`config.mk`:
```
export PLATFORM = sky130hd
export DESIGN_NAME = dbu_doorbell_unit
export DESIGN_NICKNAME = d
export VERILOG_FILES = /design/src/rtl/dbu_pkg.sv /design/src/rtl/dbu_trig_decode.sv /design/src/rtl/dbu_cpu_bank.sv /design/src/rtl/dbu_group_sum.sv /design/src/rtl/dbu_doorbell_unit.sv
export SDC_FILE = /design/constraint.sdc
export NUM_CORES = 1
export LEC_CHECK = 0
export BUFFER_PORTS_ARGS = -buffer_cell sky130_fd_sc_hd__buf_2
export CAP_MARGIN = 20
export CORE_AREA = 2 2 143 145
export DETAILED_ROUTE_END_ITERATION = 8
export DIE_AREA = 0 0 145 147
export GPL_TIMING_DRIVEN = 0
export PLACE_DENSITY = 0.83
export SLEW_MARGIN = 20
export SYNTH_ARGS = -nofsm -noshare
export SYNTH_HDL_FRONTEND = slang
export SYNTH_SLANG_ARGS = --single-unit
export TNS_END_PERCENT = 50
```
`constraint.sdc`:
```
create_clock -name clk -period 3.7 [get_ports clk]
set_clock_uncertainty 0.05 [all_clocks]
set_input_delay 0.185 -clock clk [delete_from_list [all_inputs] [get_ports clk]]
set_output_delay 0.185 -clock clk [all_outputs]
set_load 0.01 [all_outputs]
```
`src/rtl/dbu_pkg.sv`:
```
package dbu_pkg;

    localparam int DB_W      = 32;
    localparam int NUM_W     = 5;
    localparam int MAP_LSB   = 8;
    localparam int IPI_LO    = 0;
    localparam int IPI_HI    = 7;
    localparam int MSI_LO    = 16;
    localparam int MSI_HI    = 31;

    localparam logic [3:0] OFS_PEND = 4'h8;
    localparam logic [3:0] OFS_ENAB = 4'hC;

    typedef struct packed {
        logic [DB_W-1:0] pend;
        logic [DB_W-1:0] enab;
    } bank_t;

    function automatic logic [DB_W-1:0] grp_mask(input int lo, input int hi);
        logic [DB_W-1:0] m;
        m = '0;
        for (int i = 0; i < DB_W; i++) begin
            if (i >= lo && i <= hi) m[i] = 1'b1;
        end
        return m;
    endfunction

endpackage

```
`src/rtl/dbu_trig_decode.sv`:
```
module dbu_trig_decode
    import dbu_pkg::*;
#(
    parameter int NUM_CPU = 4
) (
    input  logic                           clk,
    input  logic                           rst_n,
    input  logic                           trig_valid,
    input  logic [DB_W-1:0]                trig_data,
    output logic [NUM_CPU-1:0][DB_W-1:0]   set_o
);

    logic [DB_W-1:0]    bit_sel;
    logic [NUM_CPU-1:0] cpu_map;

    always_comb begin
        bit_sel = '0;
        bit_sel[trig_data[NUM_W-1:0]] = 1'b1;
        cpu_map = trig_data[MAP_LSB +: NUM_CPU];
    end

    for (genvar c = 0; c < NUM_CPU; c++) begin : g_cpu
        always_comb begin
            set_o[c] = (trig_valid && cpu_map[c]) ? bit_sel : '0;
        end

        assert_onehot_R2: assert property (@(posedge clk) disable iff (!rst_n)
            $onehot0(set_o[c]));
    end

endmodule

```
`src/rtl/dbu_cpu_bank.sv`:
```
module dbu_cpu_bank
    import dbu_pkg::*;
(
    input  logic             clk,
    input  logic             rst_n,
    input  logic [DB_W-1:0]  set_i,
    input  logic             pend_we_i,
    input  logic             enab_we_i,
    input  logic [DB_W-1:0]  wdata_i,
    output logic [DB_W-1:0]  pend_o,
    output logic [DB_W-1:0]  enab_o
);

    bank_t st_d, st_q;

    always_comb begin
        st_d = st_q;
        if (pend_we_i) st_d.pend = st_q.pend & wdata_i;
        st_d.pend = st_d.pend | set_i;
        if (enab_we_i) st_d.enab = wdata_i;
    end

    always_ff @(posedge clk or negedge rst_n) begin
        if (!rst_n) st_q <= '0;
        else        st_q <= st_d;
    end

    assign pend_o = st_q.pend;
    assign enab_o = st_q.enab;

    assert_trig_sets_R2: assert property (@(posedge clk) disable iff (!rst_n)
        (set_i != '0) |=> ((pend_o & $past(set_i)) == $past(set_i)));

    assert_idle_hold_R2: assert property (@(posedge clk) disable iff (!rst_n)
        (!pend_we_i && set_i == '0) |=> $stable(pend_o));

    assert_clear_R4: assert property (@(posedge clk) disable iff (!rst_n)
        pend_we_i |=> ((pend_o & ~($past(wdata_i) | $past(set_i))) == '0));

    assert_trig_wins_R9: assert property (@(posedge clk) disable iff (!rst_n)
        (pend_we_i && ((set_i & ~wdata_i) != '0))
            |=> ((pend_o & $past(set_i)) == $past(set_i)));

    assert_enab_load_R5: assert property (@(posedge clk) disable iff (!rst_n)
        enab_we_i |=> (enab_o == $past(wdata_i)));

endmodule

```
`src/rtl/dbu_group_sum.sv`:
```
module dbu_group_sum
    import dbu_pkg::*;
(
    input  logic             clk,
    input  logic             rst_n,
    input  logic [DB_W-1:0]  pend_i,
    input  logic [DB_W-1:0]  enab_i,
    output logic             ipi_o,
    output logic             msi_o
);

    localparam logic [DB_W-1:0] IPI_M = grp_mask(IPI_LO, IPI_HI);
    localparam logic [DB_W-1:0] MSI_M = grp_mask(MSI_LO, MSI_HI);
    localparam logic [DB_W-1:0] RSV_M = ~(IPI_M | MSI_M);

    logic [DB_W-1:0] live;

    always_comb begin
        live  = pend_i & enab_i;
        ipi_o = |(live & IPI_M);
        msi_o = |(live & MSI_M);
    end

    assert_rsvd_quiet_R8: assert property (@(posedge clk) disable iff (!rst_n)
        ((pend_i & ~RSV_M) == '0) |-> (!ipi_o && !msi_o));

endmodule

```
`src/rtl/dbu_doorbell_unit.sv`:
```
module dbu_doorbell_unit
    import dbu_pkg::*;
#(
    parameter int NUM_CPU = 4,
    localparam int CIW = (NUM_CPU > 1) ? $clog2(NUM_CPU) : 1
) (
    input  logic               clk,
    input  logic               rst_n,
    input  logic               trig_valid,
    input  logic [DB_W-1:0]    trig_data,
    input  logic               reg_we,
    input  logic [3:0]         reg_addr,
    input  logic [CIW-1:0]     reg_cpu,
    input  logic [DB_W-1:0]    reg_wdata,
    output logic [DB_W-1:0]    reg_rdata,
    output logic [NUM_CPU-1:0] ipi_irq,
    output logic [NUM_CPU-1:0] msi_irq
);

    logic [NUM_CPU-1:0][DB_W-1:0] set_v;
    logic [NUM_CPU-1:0][DB_W-1:0] pend_v;
    logic [NUM_CPU-1:0][DB_W-1:0] enab_v;
    logic                         cpu_ok;

    assign cpu_ok = (int'(reg_cpu) < NUM_CPU);

    dbu_trig_decode #(.NUM_CPU(NUM_CPU)) u_dec (
        .clk        (clk),
        .rst_n      (rst_n),
        .trig_valid (trig_valid),
        .trig_data  (trig_data),
        .set_o      (set_v)
    );

    for (genvar c = 0; c < NUM_CPU; c++) begin : g_bank
        logic hit;
        assign hit = reg_we && cpu_ok && (int'(reg_cpu) == c);

        dbu_cpu_bank u_bank (
            .clk       (clk),
            .rst_n     (rst_n),
            .set_i     (set_v[c]),
            .pend_we_i (hit && reg_addr == OFS_PEND),
            .enab_we_i (hit && reg_addr == OFS_ENAB),
            .wdata_i   (reg_wdata),
            .pend_o    (pend_v[c]),
            .enab_o    (enab_v[c])
        );

        dbu_group_sum u_sum (
            .clk    (clk),
            .rst_n  (rst_n),
            .pend_i (pend_v[c]),
            .enab_i (enab_v[c]),
            .ipi_o  (ipi_irq[c]),
            .msi_o  (msi_irq[c])
        );
    end

    always_comb begin
        reg_rdata = '0;
        if (cpu_ok) begin
            if (reg_addr == OFS_PEND)      reg_rdata = pend_v[reg_cpu];
            else if (reg_addr == OFS_ENAB) reg_rdata = enab_v[reg_cpu];
        end
    end

    assert_msi_all_R3: assert property (@(posedge clk) disable iff (!rst_n)
        (trig_valid && trig_data[15:0] == 16'h0F10) |=> (pend_v[0][16] && pend_v[NUM_CPU-1][16]));

endmodule

```
==> flow_summary.ini, run 1 <==
[cts]
clkTransAtPathRegs_ps = 60
clock_path_buffers = 3
cts.sinks = 256
post_cts_resized = 0
postCtsHoldBufs = 33
postCtsSetupBuffers = 0
ctsRootBufferMaster = clkbuf_16
cts_tree = built
cts_buffers = 27
cts_htree_levels = 1
clk_latency_ps = 530

[floorplan]
initial_core_util_pct = 63.2
ios = 114
die_w_um = 145
placeableCoreArea_um2 = 19800
die_area_um2 = 21300
die_y_um = 147
rows = 52

[worst_setup_path]
worstPathMaxFanout = 10
start_kind = input pin
path_class = input pin to output pin
worst-endpoint-required_ps = 3460
crit_path_end_kind = output pin
worstPathArrival_ps = 2440

[synth]
dominantRegCellSynth = dfrtp_1
syn_inst = 941
synth_top_family_by_area = multiplexers
yosysUniqueCellTypes = 34
yosys-top-cells-count = 256 x dfrtp_1, 118 x o31ai_1, 98 x o21ai_0, 92 x mux2_2, 64 x mux4_2
synthXorXnorAreaFrac_pct = 0
syn_nets = 1015
synth_fa_ha_area_share_pct = 0
synth-async-reset-ratio_pct = 100
synth-seq-area-share_pct = 51.1
synth.avg_cell_area_um2 = 13.3
synth_top_area_cell = dfrtp_1
synth_area_leaders = dfrtp_1 51%, mux4_2 12%, mux2_2 8.3%
yosysMostFrequentCell = dfrtp_1
synth_simple_gate_area_share_pct = 4.21
synth.ff_latch_count = 256
synth_compound_area_share_pct = 17.4
yosysTopAreaCellShare_pct = 51.1
synth_area_um2 = 12500
synth-edff-count = 0
yosysWarnings = 0
muxShareOfSynthArea_pct = 23.9

[routing]
avgViaCountPerCell = 7.39
drtPass1Iterations = 6
drtIter0Drc = 1797
wire_per_inst_um = 29.4
drcViolationCount = 0
drt-total-wl_um = 40800
routed-via-count = 10300
ant_nets = 0

[cells_and_area]
stdcell_count = 1389
fin_nets = 1171
layout-drive-gt1-share_pct = 33.2
fin_util_pct = 73.9
area_growth_pct = 17.0

[global_route]
grt_antenna_before_repair = 2
track_usage_pct = 38.6
grt_max_degree = 80
grt_pass1_vias = 10400
grt_pass1_wl_um = 62500
gr-total-overflow = 0

[sta]
maxSlewViolCount = 0
finalSetupViolations = 0
slew_headroom_pct = 34.6
whs_ps = 31.0
worstMarginPinSlew_ps = 981
min_period_ps = 2670
hold_viol = 0
post-route-period-util_pct = 72.3
max_freq_ghz = 0.374
rsz0062_at_grt = no

[placed_design]
port_buffers = 90
placed_cells = 1305
globalplace.congestion = 1.02
hpwl_um = 27800

[power_and_ir_drop]
p_seq_share_pct = 47.4
leakagePower_nw = 6.51
clkPwrFrac_pct = 34.9
p_switching_w = 0.00224
power_density_nw_per_um2 = 536
pwr-share-comb_pct = 17.7
ir_worst_vdd_mv = 0.420
p_sw_share_pct = 28.4
p_int_w = 0.00563

[worst_hold_path]
hold_path_class = input pin to flip-flop

[run_status]
status = complete, no violations

[flow_run]
max-cap-violations = 0
flip-flops by register name, summed over array words and instances (netlist names):
name	flops
g_bank.u_bank.enab_o	128
g_bank.u_bank.pend_o	128
routing by layer:
layer | vias up | share of wire [%] | wire [um] | global-route usage, %
li1 | 4028 | - | - | -
met1 | 5118 | 36 | 14900 | 52.5
met4 | 2 | 5.4 | 2220 | 16.9
met2 | 932 | 44 | 18100 | 57.3
met5 | - | 0.032 | 13 | 0
met3 | 188 | 14 | 5640 | 13.4
cells in the final DEF, fill, tap and decap left out, types with 2 or more instances in the layout:
cell type and count:
dfrtp_1 256, buf_2 118, o31ai_1 118, o21ai_0 98, mux2_2 92, mux4_2 64
a22o_1 58, clkbuf_1 45, nand2_1 42, dlygate4sd3_1 33, mux2_4 30, clkbuf_16 27
a22oi_1 16, a221oi_1 16, or3_1 11, nand4_1 9, buf_4 8, clkbuf_8 7
buf_6 6, o21ai_1 6, mux2_1 6, clkinv_2 5, nor3b_1 4, nand3b_1 4
and3b_1 4, nand2b_1 4, nand3_1 3, nor2_1 3, clkinvlp_4 3, buf_16 3
diode_2 2, nor4bb_1 2, buf_1 2, or3b_2 2, and3_1 2, bufinv_16 2
kinds of logic (layout without fill, tap and decap cells):
group                  after synthesis  after routing
AND/OR/NAND/NOR                     96             96
other                                0              2
buffers and inverters               85            261
flip-flops                         256            256
AO/OA/AOI/OAI                      312            312
multiplexers                       192            192
worst paths after layout:
path / from / endpoint / slack (ps) / cells past startpoint
worst max-delay path: reg_cpu[1] / reg_rdata[11] / 1030 / 6
worst min-delay path: trig_data[4] / g_bank[0].u_bank.pend_o[4]$_DFF_PN0_ / 30 / 3
worst max register to register: g_bank[0].u_bank.enab_o[19]$_DFFE_PN0P_ / g_bank[0].u_bank.enab_o[19]$_DFFE_PN0P_ / 2730 / 1
worst min register to register: g_bank[3].u_bank.enab_o[12]$_DFFE_PN0P_ / g_bank[3].u_bank.enab_o[12]$_DFFE_PN0P_ / 450 / 1
max in group asynchronous: rst_n / g_bank[1].u_bank.enab_o[8]$_DFFE_PN0P_ / 2470 / 4
min in group asynchronous: rst_n / g_bank[1].u_bank.enab_o[23]$_DFFE_PN0P_ / 80 / 2
worst max-delay path, cell delays in order:
cell	delay (ps)
buf_2	130
buf_1	550
clkbuf_1	720
mux4_2	450
a22o_1	260
buf_2	140
power by group through the flow:
stage	logic, W	clock network (W)	registers, W
2_1_floorplan	0.000934	0	0.00353
3_3_place_gp	0.00126	0	0.00370
3_5_place_dp	0.00133	0	0.00373
4_1_cts	0.00137	0.00274	0.00369
5_1_grt	0.00149	0.00286	0.00375
6_report	0.00139	0.00275	0.00373
per-stage QoR:
stage | instance area, um^2 | total power [W] | TNS (ps) | worst slack (ps)
after detailed placement | 13400 | 0.00506 | 0 | 1100
final | 14700 | 0.00787 | 0 | 1030
after global routing | 14700 | 0.00810 | 0 | 1030
after global placement | 13300 | 0.00496 | -552250 | -2180
after floorplan | 12500 | 0.00446 | 0 | 1980
after CTS | 14700 | 0.00780 | 0 | 1120
final cells by class:
| type | instances | area (um^2) |
|---|---|---|
| Clock buffer | 38 | 787 |
| Tap cell | 270 | 338 |
| Timing Repair Buffer | 127 | 878 |
| Buffer | 85 | 429 |
| Fill cell | 1245 | 5180 |
| Antenna cell | 2 | 5.00 |
| Sequential cell | 256 | 6410 |
| Clock inverter | 11 | 116 |
| Multi-Input combinational cell | 600 | 5700 |
Note: power is estimated with default switching activity, not from simulation.
==> inputs of run 2 (changes only) <==
--- a/config.mk
+++ b/config.mk
@@ -7,11 +7,11 @@
 export LEC_CHECK = 0
 export BUFFER_PORTS_ARGS = -buffer_cell sky130_fd_sc_hd__buf_2
 export CAP_MARGIN = 20
-export CORE_AREA = 2 2 143 145
+export CORE_AREA = 2 2 156 158
 export DETAILED_ROUTE_END_ITERATION = 8
-export DIE_AREA = 0 0 145 147
+export DIE_AREA = 0 0 158 160
 export GPL_TIMING_DRIVEN = 0
-export PLACE_DENSITY = 0.83
+export PLACE_DENSITY = 0.74
 export SLEW_MARGIN = 20
 export SYNTH_ARGS = -nofsm -noshare
 export SYNTH_HDL_FRONTEND = slang
==> constraint.sdc (replaced) <==
create_clock -name clk -period 2.41 [get_ports clk]
set_clock_uncertainty 0.05 [all_clocks]
set_input_delay 0.1205 -clock clk [delete_from_list [all_inputs] [get_ports clk]]
set_output_delay 0.1205 -clock clk [all_outputs]
set_load 0.01 [all_outputs]
==> run 2 against run 1 <==
Against the previous run: global-route usage fell by 5.1 points; worst hold slack improved by 17 ps; die area rose by 19%; cell count rose by 4.1%; critical endpoint is now reg_rdata[4]; critical path type unchanged; sequential share of layout area fell by 0.21 points; cell area rose by 0.48%; largest power group unchanged; sequential power rose by 53%; combinational power rose by 53%; routed wire length rose by 2.3%; register-to-register slack got worse by 1300 ps; via count fell by 1.8%.
==> flow_summary.ini, run 2 (synthesis results as in run 1) <==
[global_route]
grt_pass1_wl_um = 63200
gr-total-overflow = 0
grt_pass1_vias = 10200
grt_antenna_before_repair = 1
track_usage_pct = 33.5
grt_max_degree = 101

[worst_setup_path]
crit_chain = buf_2 > buf_1 > clkbuf_1 > mux4_2 > a22o_1 > buf_2
path_buf_inv = 4
worst-endpoint-required_ps = 2240
crit_path_end_kind = output pin
start_kind = input pin
rr_worst_depth = 1
r2r_setup_slack_ps = 1480
path_class = input pin to output pin
worstPathMaxFanout = 10
worstSetupPathDepth = 6
cp_top_family = buffers and inverters
max_stage_delay_ps = 640
startpoint = reg_cpu[1]
cpMaxStageDelayCell = clkbuf_1
cpMostUsedCell = buf_2
worstPathArrival_ps = 2220
reg2reg_to = g_bank[0].u_bank.enab_o[19]$_DFFE_PN0P_
r2r_start = g_bank[0].u_bank.enab_o[19]$_DFFE_PN0P_

[cts]
clkTransAtPathRegs_ps = 60
ctsRootBufferMaster = clkbuf_16
cts_tree = built
cts.sinks = 256
clk_latency_ps = 540
clock_path_buffers = 3
cts_htree_levels = 1
cts_buffers = 28

[cells_and_area]
register_area_um2 = 6410
design_area_um2 = 14700
fill_cells = 1868
multiInputGateArea_um2 = 5700
layout-drive-gt1-share_pct = 33.6
area_growth_pct = 17.6
stdcell_count = 1446
final_common_cell = dfrtp_1
fin_nets = 1174
final_cell_mix = 256 x dfrtp_1, 118 x buf_2, 118 x o31ai_1, 98 x o21ai_0, 92 x mux2_2

[power_and_ir_drop]
pwr-share-comb_pct = 17.7
power_density_nw_per_um2 = 814
p_sw_share_pct = 28.6
clkPwrFrac_pct = 34.7
leakagePower_nw = 6.53
p_int_w = 0.00856
ir_worst_vdd_mv = 0.607
p_seq_share_pct = 47.6
p_switching_w = 0.00344

[placed_design]
globalplace.congestion = 1.02
placed_cell_area_um2 = 13500
port_buffers = 90
hpwl_um = 28500
placed_cells = 1358

[sta]
finalSetupTns_ps = 0
finalSetupViolations = 0
slew_headroom_pct = 38.8
max_freq_ghz = 0.419
whs_ps = 47.6
min_period_ps = 2390
hold_viol = 0
rsz0062_at_grt = yes
worstMarginPinSlew_ps = 918
maxSlewViolCount = 0
post-route-period-util_pct = 99.0

[routing]
drtIter0Drc = 1447
wire_per_inst_um = 28.9
routed-via-count = 10100
drcViolationCount = 0
drt-total-wl_um = 41800
drtPass1Iterations = 5
avgViaCountPerCell = 6.97
ant_nets = 0

[floorplan]
die_w_um = 158
ios = 114
rows = 57
die_area_um2 = 25300
die_y_um = 160
placeableCoreArea_um2 = 23800
initial_core_util_pct = 52.6

[worst_hold_path]
hold_path_class = input pin to asynchronous set/reset pin

[flow_run]
max-cap-violations = 0

[run_status]
status = complete, no violations
## run 2: cell type report
type / count / share of cell area (%)
clock buffer: 40 / 5.68
timing repair buffer: 129 / 5.98
clock inverter: 11 / 0.425
buffer: 85 / 2.96
tap: 324 / 2.75
antenna: 1 / 0.0170
sequential: 256 / 43.5
multi-input combinational: 600 / 38.7
## run 2: power by group through the flow
stage / clock [W] / sequential [W] / combinational (W)
after floorplan: 0 / 0.00542 / 0.00143
after global placement: 0 / 0.00570 / 0.00195
after detailed placement: 0 / 0.00573 / 0.00204
after CTS: 0.00419 / 0.00566 / 0.00210
after global routing: 0.00438 / 0.00575 / 0.00228
final: 0.00417 / 0.00571 / 0.00212
## run 2: per-stage QoR
step	setup WS, ps	utilization (%)	total power, W
after floorplan	817	-	0.00685
after CTS	11.6	61.8	0.0119
after detailed placement	-77.1	56.5	0.00777
after global placement	-3490	56.2	0.00765
after global routing	-2.52	61.8	0.0124
final	23.1	61.9	0.0120
## run 2: worst max path at each step
stage / end
2_1_floorplan: reg_rdata[16]
3_3_place_gp: g_bank[3].u_bank.enab_o[8]$_DFFE_PN0P_
3_5_place_dp: reg_rdata[17]
4_1_cts: reg_rdata[9]
5_1_grt: reg_rdata[0]
6_report: reg_rdata[4]
## run 2: timing repair
action | in CTS | in global routing
endpoints found under the hold margin | 477 | 0
setup endpoints to repair | 8 | 19
gates resized for setup | 2 | 6
hold buffers | 36 | 0
setup buffers | 0 | 0
pin swaps | 0 | 0
## run 2: routing by layer
layer | wire (um) | track usage (%) | part of all wire, %
met3 | 5260 | 10.4 | 13
met2 | 19000 | 49.9 | 45
met4 | 1200 | 10.8 | 2.9
met5 | 0 | 0 | 0
met1 | 16300 | 47.3 | 39
